File: src/rtl/cfg_slave_pkg.sv
package cfg_slave_pkg;

  typedef enum logic [3:0] {
    ST_IDLE,
    ST_DEV,
    ST_DEV_ACK,
    ST_REG,
    ST_REG_ACK,
    ST_WR,
    ST_WR_ACK,
    ST_RD,
    ST_RD_ACK,
    ST_SKIP
  } busState_t;

  // strobes from control to datapath
  typedef struct packed {
    logic takeBit;   // shift the sampled data bit in, count it
    logic clrBit;    // restart the bit count
    logic loadAddr;  // received byte becomes the register index
    logic incAddr;   // step the register index
    logic wrStrobe;  // issue a register write of the received byte
    logic loadTx;    // capture read data for transmission
    logic shiftTx;   // advance to the next transmit bit
    logic ackDrive;  // pull the data line low as acknowledge
    logic txDrive;   // drive the current transmit bit
  } dpCtl_t;

endpackage

File: src/rtl/cfg_slave_sync.sv
module cfg_slave_sync #(
  parameter int STAGES = 2
) (
  input  logic clk,
  input  logic rstN,
  input  logic sclIn,
  input  logic sdaIn,
  output logic sclLevel,
  output logic sdaLevel,
  output logic sclRise,
  output logic sclFall,
  output logic startSeen,
  output logic stopSeen
);

  logic [STAGES-1:0] sclPipe;
  logic [STAGES-1:0] sdaPipe;
  logic              sclPrev;
  logic              sdaPrev;

  always_ff @(posedge clk or negedge rstN) begin
    if (!rstN) begin
      sclPipe <= '1;
      sdaPipe <= '1;
      sclPrev <= 1'b1;
      sdaPrev <= 1'b1;
    end else begin
      sclPipe <= {sclPipe[STAGES-2:0], sclIn};
      sdaPipe <= {sdaPipe[STAGES-2:0], sdaIn};
      sclPrev <= sclPipe[STAGES-1];
      sdaPrev <= sdaPipe[STAGES-1];
    end
  end

  assign sclLevel  = sclPipe[STAGES-1];
  assign sdaLevel  = sdaPipe[STAGES-1];
  assign sclRise   = sclLevel & ~sclPrev;
  assign sclFall   = ~sclLevel & sclPrev;
  assign startSeen = sclLevel & sclPrev & sdaPrev & ~sdaLevel;
  assign stopSeen  = sclLevel & sclPrev & ~sdaPrev & sdaLevel;

endmodule

File: src/rtl/cfg_slave_ctrl.sv
module cfg_slave_ctrl
  import cfg_slave_pkg::*;
#(
  parameter logic [6:0] DEV_ADDR = 7'h6A,
  parameter int         DW       = 8
) (
  input  logic          clk,
  input  logic          rstN,
  input  logic          sdaLevel,
  input  logic          sclRise,
  input  logic          sclFall,
  input  logic          startSeen,
  input  logic          stopSeen,
  input  logic          byteDone,
  input  logic [DW-1:0] rxByte,
  output dpCtl_t        ctl
);

  busState_t state, nextState;
  logic      masterAck;
  logic      addrHit;

  assign addrHit = (rxByte[DW-1 -: 7] == DEV_ADDR);

  always_ff @(posedge clk or negedge rstN) begin
    if (!rstN) begin
      state     <= ST_IDLE;
      masterAck <= 1'b0;
    end else begin
      state <= nextState;
      if (state == ST_RD_ACK && sclRise) masterAck <= ~sdaLevel;
    end
  end

  always_comb begin
    ctl          = '0;
    nextState    = state;
    ctl.ackDrive = (state == ST_DEV_ACK) || (state == ST_REG_ACK) || (state == ST_WR_ACK);
    ctl.txDrive  = (state == ST_RD);
    if (startSeen) begin
      nextState  = ST_DEV;
      ctl.clrBit = 1'b1;
    end else if (stopSeen) begin
      nextState  = ST_IDLE;
      ctl.clrBit = 1'b1;
    end else begin
      unique case (state)
        ST_DEV, ST_REG, ST_WR: begin
          if (sclRise && !byteDone) begin
            ctl.takeBit = 1'b1;
          end else if (sclFall && byteDone) begin
            if (state == ST_DEV) begin
              nextState = addrHit ? ST_DEV_ACK : ST_SKIP;
            end else if (state == ST_REG) begin
              ctl.loadAddr = 1'b1;
              nextState    = ST_REG_ACK;
            end else begin
              ctl.wrStrobe = 1'b1;
              ctl.incAddr  = 1'b1;
              nextState    = ST_WR_ACK;
            end
          end
        end
        ST_DEV_ACK: begin
          if (sclFall) begin
            ctl.clrBit = 1'b1;
            if (rxByte[0]) begin
              ctl.loadTx = 1'b1;
              nextState  = ST_RD;
            end else begin
              nextState = ST_REG;
            end
          end
        end
        ST_REG_ACK, ST_WR_ACK: begin
          if (sclFall) begin
            ctl.clrBit = 1'b1;
            nextState  = ST_WR;
          end
        end
        ST_RD: begin
          if (sclRise && !byteDone) begin
            ctl.takeBit = 1'b1;
          end else if (sclFall) begin
            if (byteDone) begin
              ctl.incAddr = 1'b1;
              nextState   = ST_RD_ACK;
            end else begin
              ctl.shiftTx = 1'b1;
            end
          end
        end
        ST_RD_ACK: begin
          if (sclFall) begin
            ctl.clrBit = 1'b1;
            if (masterAck) begin
              ctl.loadTx = 1'b1;
              nextState  = ST_RD;
            end else begin
              nextState = ST_SKIP;
            end
          end
        end
        default: ;
      endcase
    end
  end

  // a start always restarts address reception
  a_r1_start_restarts: assert property (@(posedge clk) disable iff (!rstN)
    startSeen |=> state == ST_DEV);

  // a stop always returns to idle
  a_r1_stop_idles: assert property (@(posedge clk) disable iff (!rstN)
    stopSeen |=> state == ST_IDLE);

  // an acknowledge only follows a complete byte
  a_r2_ack_after_byte: assert property (@(posedge clk) disable iff (!rstN)
    $rose(ctl.ackDrive) |-> byteDone);

  // an unaddressed slave stays silent until start or stop
  a_r3_skip_holds: assert property (@(posedge clk) disable iff (!rstN)
    (state == ST_SKIP && !startSeen && !stopSeen) |=> state == ST_SKIP);

endmodule

File: src/rtl/cfg_slave_dp.sv
module cfg_slave_dp
  import cfg_slave_pkg::*;
#(
  parameter int AW = 8,
  parameter int DW = 8
) (
  input  logic          clk,
  input  logic          rstN,
  input  dpCtl_t        ctl,
  input  logic          sdaLevel,
  input  logic          sclLevel,
  input  logic [DW-1:0] regRdData,
  output logic [DW-1:0] rxByte,
  output logic          byteDone,
  output logic          sdaOe,
  output logic          regWrEn,
  output logic [AW-1:0] regWrAddr,
  output logic [DW-1:0] regWrData,
  output logic [AW-1:0] regRdAddr
);

  localparam int CW = $clog2(DW + 1);

  logic [CW-1:0] bitCnt;
  logic [DW-1:0] rxShift;
  logic [DW-1:0] txShift;
  logic [AW-1:0] addrCnt;

  always_ff @(posedge clk or negedge rstN) begin
    if (!rstN) begin
      bitCnt    <= '0;
      rxShift   <= '0;
      txShift   <= '0;
      addrCnt   <= '0;
      sdaOe     <= 1'b0;
      regWrEn   <= 1'b0;
      regWrAddr <= '0;
      regWrData <= '0;
    end else begin
      if (ctl.clrBit) begin
        bitCnt <= '0;
      end else if (ctl.takeBit) begin
        bitCnt  <= bitCnt + CW'(1);
        rxShift <= {rxShift[DW-2:0], sdaLevel};
      end
      if (ctl.loadTx) begin
        txShift <= regRdData;
      end else if (ctl.shiftTx) begin
        txShift <= {txShift[DW-2:0], 1'b0};
      end
      if (ctl.loadAddr) begin
        addrCnt <= AW'(rxShift);
      end else if (ctl.incAddr) begin
        addrCnt <= addrCnt + AW'(1);
      end
      regWrEn <= ctl.wrStrobe;
      if (ctl.wrStrobe) begin
        regWrAddr <= addrCnt;
        regWrData <= rxShift;
      end
      sdaOe <= ctl.ackDrive | (ctl.txDrive & ~txShift[DW-1]);
    end
  end

  assign rxByte    = rxShift;
  assign byteDone  = (bitCnt == CW'(DW));
  assign regRdAddr = addrCnt;

  // each received byte yields a single-cycle write
  a_r5_single_pulse: assert property (@(posedge clk) disable iff (!rstN)
    regWrEn |=> !regWrEn);

  // the data line is only touched while the bus clock is low
  a_r7_change_low: assert property (@(posedge clk) disable iff (!rstN)
    !$stable(sdaOe) |-> !sclLevel);

endmodule

File: src/rtl/cfg_serial_slave.sv
module cfg_serial_slave
  import cfg_slave_pkg::*;
#(
  parameter logic [6:0] DEV_ADDR    = 7'h6A,
  parameter int         AW          = 8,
  parameter int         DW          = 8,
  parameter int         SYNC_STAGES = 2
) (
  input  logic          clk,
  input  logic          rstN,
  input  logic          sclIn,
  input  logic          sdaIn,
  output logic          sdaOe,
  output logic          regWrEn,
  output logic [AW-1:0] regWrAddr,
  output logic [DW-1:0] regWrData,
  output logic [AW-1:0] regRdAddr,
  input  logic [DW-1:0] regRdData
);

  logic          sclLevel, sdaLevel, sclRise, sclFall, startSeen, stopSeen;
  logic          byteDone;
  logic [DW-1:0] rxByte;
  dpCtl_t        ctl;

  cfg_slave_sync #(.STAGES(SYNC_STAGES)) u_sync (
    .clk(clk), .rstN(rstN), .sclIn(sclIn), .sdaIn(sdaIn),
    .sclLevel(sclLevel), .sdaLevel(sdaLevel), .sclRise(sclRise),
    .sclFall(sclFall), .startSeen(startSeen), .stopSeen(stopSeen)
  );

  cfg_slave_ctrl #(.DEV_ADDR(DEV_ADDR), .DW(DW)) u_ctrl (
    .clk(clk), .rstN(rstN), .sdaLevel(sdaLevel), .sclRise(sclRise),
    .sclFall(sclFall), .startSeen(startSeen), .stopSeen(stopSeen),
    .byteDone(byteDone), .rxByte(rxByte), .ctl(ctl)
  );

  cfg_slave_dp #(.AW(AW), .DW(DW)) u_dp (
    .clk(clk), .rstN(rstN), .ctl(ctl), .sdaLevel(sdaLevel),
    .sclLevel(sclLevel), .regRdData(regRdData), .rxByte(rxByte),
    .byteDone(byteDone), .sdaOe(sdaOe), .regWrEn(regWrEn),
    .regWrAddr(regWrAddr), .regWrData(regWrData), .regRdAddr(regRdAddr)
  );

endmodule

File: config.mk
export PLATFORM = sky130hd
export DESIGN_NAME = cfg_serial_slave
export DESIGN_NICKNAME = d
export VERILOG_FILES = /design/src/rtl/cfg_slave_pkg.sv /design/src/rtl/cfg_slave_sync.sv /design/src/rtl/cfg_slave_ctrl.sv /design/src/rtl/cfg_slave_dp.sv /design/src/rtl/cfg_serial_slave.sv
export SDC_FILE = /design/constraint.sdc
export NUM_CORES = 1
export LEC_CHECK = 0
export BUFFER_PORTS_ARGS = -buffer_cell sky130_fd_sc_hd__clkbuf_2
export CAP_MARGIN = 20
export CORE_ASPECT_RATIO = 0.75
export CORE_MARGIN = 2
export CORE_UTILIZATION = 30
export DETAILED_ROUTE_END_ITERATION = 8
export GPL_TIMING_DRIVEN = 0
export PLACE_DENSITY_LB_ADDON = 0.12
export SETUP_SLACK_MARGIN = 0.5
export SKIP_LAST_GASP = 1
export SYNTH_ARGS = -nofsm -noshare
export SYNTH_HDL_FRONTEND = slang
export SYNTH_SLANG_ARGS = --single-unit
File: constraint.sdc
create_clock -name clk -period 4.9 [get_ports clk]
set_input_delay 0.98 -clock clk [delete_from_list [all_inputs] [get_ports clk]]
set_output_delay 0.98 -clock clk [all_outputs]
set_load 0.05 [all_outputs]
==> results.md <==
Run status:
- The flow ran to the end, and the final reports show no timing, DRC or antenna violations.

Route:
- The post-detailed-route wirelength per cell is 14.6 um.
- The first-pass iteration count of the detailed router is 4.
- The detailed-route wire length is 5830 um.
- The number of vias per cell is 4.88.
- The remaining antenna violation count is 0.
- The via total after detailed routing is 1948.
- The final routed DRC violation total is 0.
- The detailed router's first-iteration violation count is 97.

GRT:
- The residual overflow from global routing is 0.
- Entering global routing, the biggest net connects 58 pins.
- The number of global-route vias before repair is 1747.
- The first global-routing pass estimated 9800 um of wire.
- The number of antenna violations at the first check in global routing is 0.
- The total track usage is 13.3%.

Timing:
- The tightest hold path in the finished design has a slack of 353 ps.
- The final critical delay including setup and external delays is 2240 ps.
- The hold violation count in the final report came to 0.
- Headroom to the max-slew limit came out at 46.4%.
- Static timing analysis puts the maximum clock frequency at 446 MHz.
- The slew at the pin closest to its max-slew limit is 804 ps.
- The final-report max-slew violation count is 0.
- Setup violations remaining at the end of the flow were counted as 0.
- Adding up every negative setup slack in the final design gives 0 ps.
- The portion of the clock cycle consumed by the worst path in the final layout is 45.7%.
- Setup repair after global routing left no endpoint under its margin.
- The largest clock skew in the final design is 6.32 ps.

Clock tree:
- The number of cells upsized or downsized after cts is 0.
- TritonCTS built the clock tree.
- The total number of clock tree sinks is 57.
- The cell chosen for the clock root is sky130_fd_sc_hd__clkbuf_16.
- Clock latency on the worst-skew pair, taken at its later pin, is 330 ps.
- The clock passes through at most 2 buffers.
- The CTS H-tree depth is 3.
- Once the clock tree was built, the setup fixing pass inserted 0 buffers.
- The number of hold buffers added after CTS is 0.
- The clock slew seen by the registers of the worst setup and hold paths is 50 ps.
- The number of buffers inserted during clock tree synthesis is 9.

Layout:
- After the flow finishes, the layout carries non-filler instances totaling 399.
- Across the whole layout, storage elements account for 0.00143 sq mm.
- The fill cell instance count of the final layout is 914.
- The finished layout cell area is 0.00339 sq mm.
- The net count reported at finish is 297.
- Cells fill 37.9% of the core in the end.
- The repair_antennas step left the layout with diodes totalling 0.
- The top cell types in the final layout, fill and taps aside, are sky130_fd_sc_hd__dfrtp_1 (51), sky130_fd_sc_hd__clkbuf_2 (36), sky130_fd_sc_hd__nand2_1 (20).
- The area growth from synthesis to final layout is 24.0%.
- The total area of multi-input combinational cells is 0.00118 sq mm.
- Leaving out fill and tap cells, the most frequent cell in the layout is sky130_fd_sc_hd__dfrtp_1.
- The ratio of cells with drive above 1 in the final layout is 34.1%.

Yosys:
- The post-synthesis cell count is 234.
- The fraction of registers with async set/reset is 100%.
- Sequential cells were found to cover 52.5% of the synthesized design area.
- After synthesis, the netlist uses 47 different library cells.
- The total nets after synthesis is 249.
- The post-synthesis register bit count is 57.
- The synthesized area per cell is 11.7 sq um.
- The cell area after synthesis is 0.00273 sq mm.
- The number of enable flip-flop cells after synthesis is 0.
- The leading register cell type out of synthesis is sky130_fd_sc_hd__dfrtp_1.
- The Yosys step of the flow raised 0 warnings.

Floorplan:
- The die covers 0.00990 sq mm.
- The boundary pin count is 38.
- For this configuration, the core starts out at a cell density of 30.6%.
- The region available for standard cell placement spans 0.00893 sq mm.
- The cell row count is 30.
- Measured along the x axis, the die boundary spans 114 um.
- The height of the die is 86.7 um.

Power:
- For this design the static power due to leakage is 0.00158 uW.
- VDD sags by at most 0.000181 V.
- The power density over the cells is 504 mW/mm^2.

Critical path:
- The data required time of the worst path is 5110 ps.
- Along the worst path, the maximum fanout reaches 10.
- The arrival time at the worst endpoint is 2450 ps.
- The critical register-to-register path endpoint is u_dp.regRdAddr[3].
- The type of destination of the critical path is a flip-flop.
- The critical path is of the reg -> reg type.
- The slack of the worst reg-to-reg path is 2660 ps.
- In this run the critical register-to-register path is launched from u_dp.bitCnt[0].
- The type of origin of the critical path is a flip-flop.
- The path depth of the worst reg2reg path is 7.

Placement:
- The last weighted congestion value of the routability-driven placer is 0.862.
- Counting tap cells, the placed design contains a total of 383 instances.
- After detailed placement, the total cell area comes to 0.00306 sq mm.
- The HPWL after detailed placement is 3930 um.
- The port buffer count is 37.

Hold path:
- The worst hold path begins at u_sync.sdaPipe[0].
- The class of the tightest hold or removal check is reg -> reg.
- The depth of the worst hold-timing path is 0.
- The capture endpoint of the worst hold path is u_sync.sdaPipe[1].

Run:
- Across the run, the number of max-cap violations was 0.
[area by class of cell]
| type | instances | share of cell area (%) |
|---|---|---|
| sequential | 57 | 42.3 |
| inverter | 9 | 0.997 |
| buffer | 12 | 2.40 |
| clock inverter | 1 | 0.886 |
| tap | 112 | 4.14 |
| clock buffer | 15 | 8.79 |
| timing repair buffer | 37 | 5.54 |
| multi-input combinational | 156 | 34.9 |
[logic make-up after synthesis]
family	Yosys count	share of synthesized area [%]
AND/OR/NAND/NOR	73	15.9
flip-flops	57	52.5
AO/OA/AOI/OAI	46	11.8
multiplexers	29	12.7
buffers and inverters	21	4.21
XOR/XNOR	5	1.60
adder cells (fa/ha/maj)	3	1.37
[registers in the layout, indices dropped and copies added, names as in the netlist]
register	cells
u_ctrl.masterAck	1
u_ctrl.state	4
u_dp.bitCnt	4
u_dp.regRdAddr	8
u_dp.regWrAddr	8
u_dp.regWrData	8
u_dp.regWrEn	1
u_dp.rxByte	8
u_dp.sdaOe	1
u_dp.txShift	8
u_sync.sclPipe	2
u_sync.sclPrev	1
u_sync.sdaPipe	2
u_sync.sdaPrev	1
[where the power goes]
group | internal (uW) | total [uW] | switching (uW)
Combinational | 167 | 387 | 220
Sequential | 558 | 647 | 89.4
Clock | 462 | 672 | 210
[synth_stat cells, types with 2 or more instances]
library cell                n  share of area [%]
sky130_fd_sc_hd__a211oi_1   4                1.1
sky130_fd_sc_hd__a21oi_1    6                1.1
sky130_fd_sc_hd__a221o_1    5                1.8
sky130_fd_sc_hd__a22oi_1    3               0.82
sky130_fd_sc_hd__and3_1     3               0.69
sky130_fd_sc_hd__buf_2      5               0.92
sky130_fd_sc_hd__buf_6      4                1.6
sky130_fd_sc_hd__clkbuf_1   3               0.41
sky130_fd_sc_hd__dfrtp_1   51                 47
sky130_fd_sc_hd__dfstp_2    6                5.8
sky130_fd_sc_hd__ha_1       3                1.4
sky130_fd_sc_hd__inv_1      9                1.2
sky130_fd_sc_hd__mux2_2    17                7.0
sky130_fd_sc_hd__mux2_4     7                3.8
sky130_fd_sc_hd__mux2i_1    5                1.8
sky130_fd_sc_hd__nand2_1   20                2.7
sky130_fd_sc_hd__nand2b_1   4               0.92
sky130_fd_sc_hd__nand3_1    4               0.73
sky130_fd_sc_hd__nand3b_1   4                1.1
sky130_fd_sc_hd__nand4_1    4               0.92
sky130_fd_sc_hd__nor2_1    11                1.5
sky130_fd_sc_hd__nor3_1     3               0.55
sky130_fd_sc_hd__nor3b_1    6                1.6
sky130_fd_sc_hd__nor4_1     2               0.46
sky130_fd_sc_hd__o21ai_0   16                2.9
sky130_fd_sc_hd__o21ai_1    2               0.37
sky130_fd_sc_hd__o32ai_1    2               0.64
sky130_fd_sc_hd__or3b_1     3               0.96
sky130_fd_sc_hd__xnor2_1    3               0.96
sky130_fd_sc_hd__xor2_1     2               0.64
[routing by layer]
| layer | track usage (%) | vias up | wire length, um |
|---|---|---|---|
| met5 | 0 | - | 0 |
| met3 | 5.80 | 10 | 297 |
| met1 | 20.4 | 960 | 3120 |
| met4 | 5.99 | 0 | 99 |
| li1 | - | 949 | - |
| met2 | 15.4 | 29 | 2310 |
[worst max path at each step]
| stage | cells after the start | from | endpoint |
|---|---|---|---|
| after detailed placement | 7 | u_dp.bitCnt[0] | u_dp.regRdAddr[3] |
| after global routing | 7 | u_dp.bitCnt[0] | u_dp.regRdAddr[3] |
| final | 7 | u_dp.bitCnt[0] | u_dp.regRdAddr[3] |
| after global placement | 1 | rstN | u_dp.txShift[0] |
| after floorplan | 7 | u_dp.bitCnt[0] | u_dp.regWrAddr[0] |
| after CTS | 7 | u_dp.bitCnt[0] | u_dp.regRdAddr[3] |
[critical path, stage by stage (launching register included)]
cell	delay (ps)
sky130_fd_sc_hd__dfrtp_1	410
sky130_fd_sc_hd__inv_1	90
sky130_fd_sc_hd__ha_1	190
sky130_fd_sc_hd__nand3b_4	160
sky130_fd_sc_hd__nor3_2	560
sky130_fd_sc_hd__nand2b_2	310
sky130_fd_sc_hd__o21ai_0	100
sky130_fd_sc_hd__a221o_1	300
[stage by stage]
| stage | setup slack (ps) | power (uW) |
|---|---|---|
| after floorplan | 2920 | 925 |
| after global placement | 2520 | 1040 |
| after detailed placement | 2680 | 1040 |
| after CTS | 2660 | 1730 |
| after global routing | 2480 | 1820 |
| final | 2660 | 1710 |
Power figures use the tool's default switching activity.
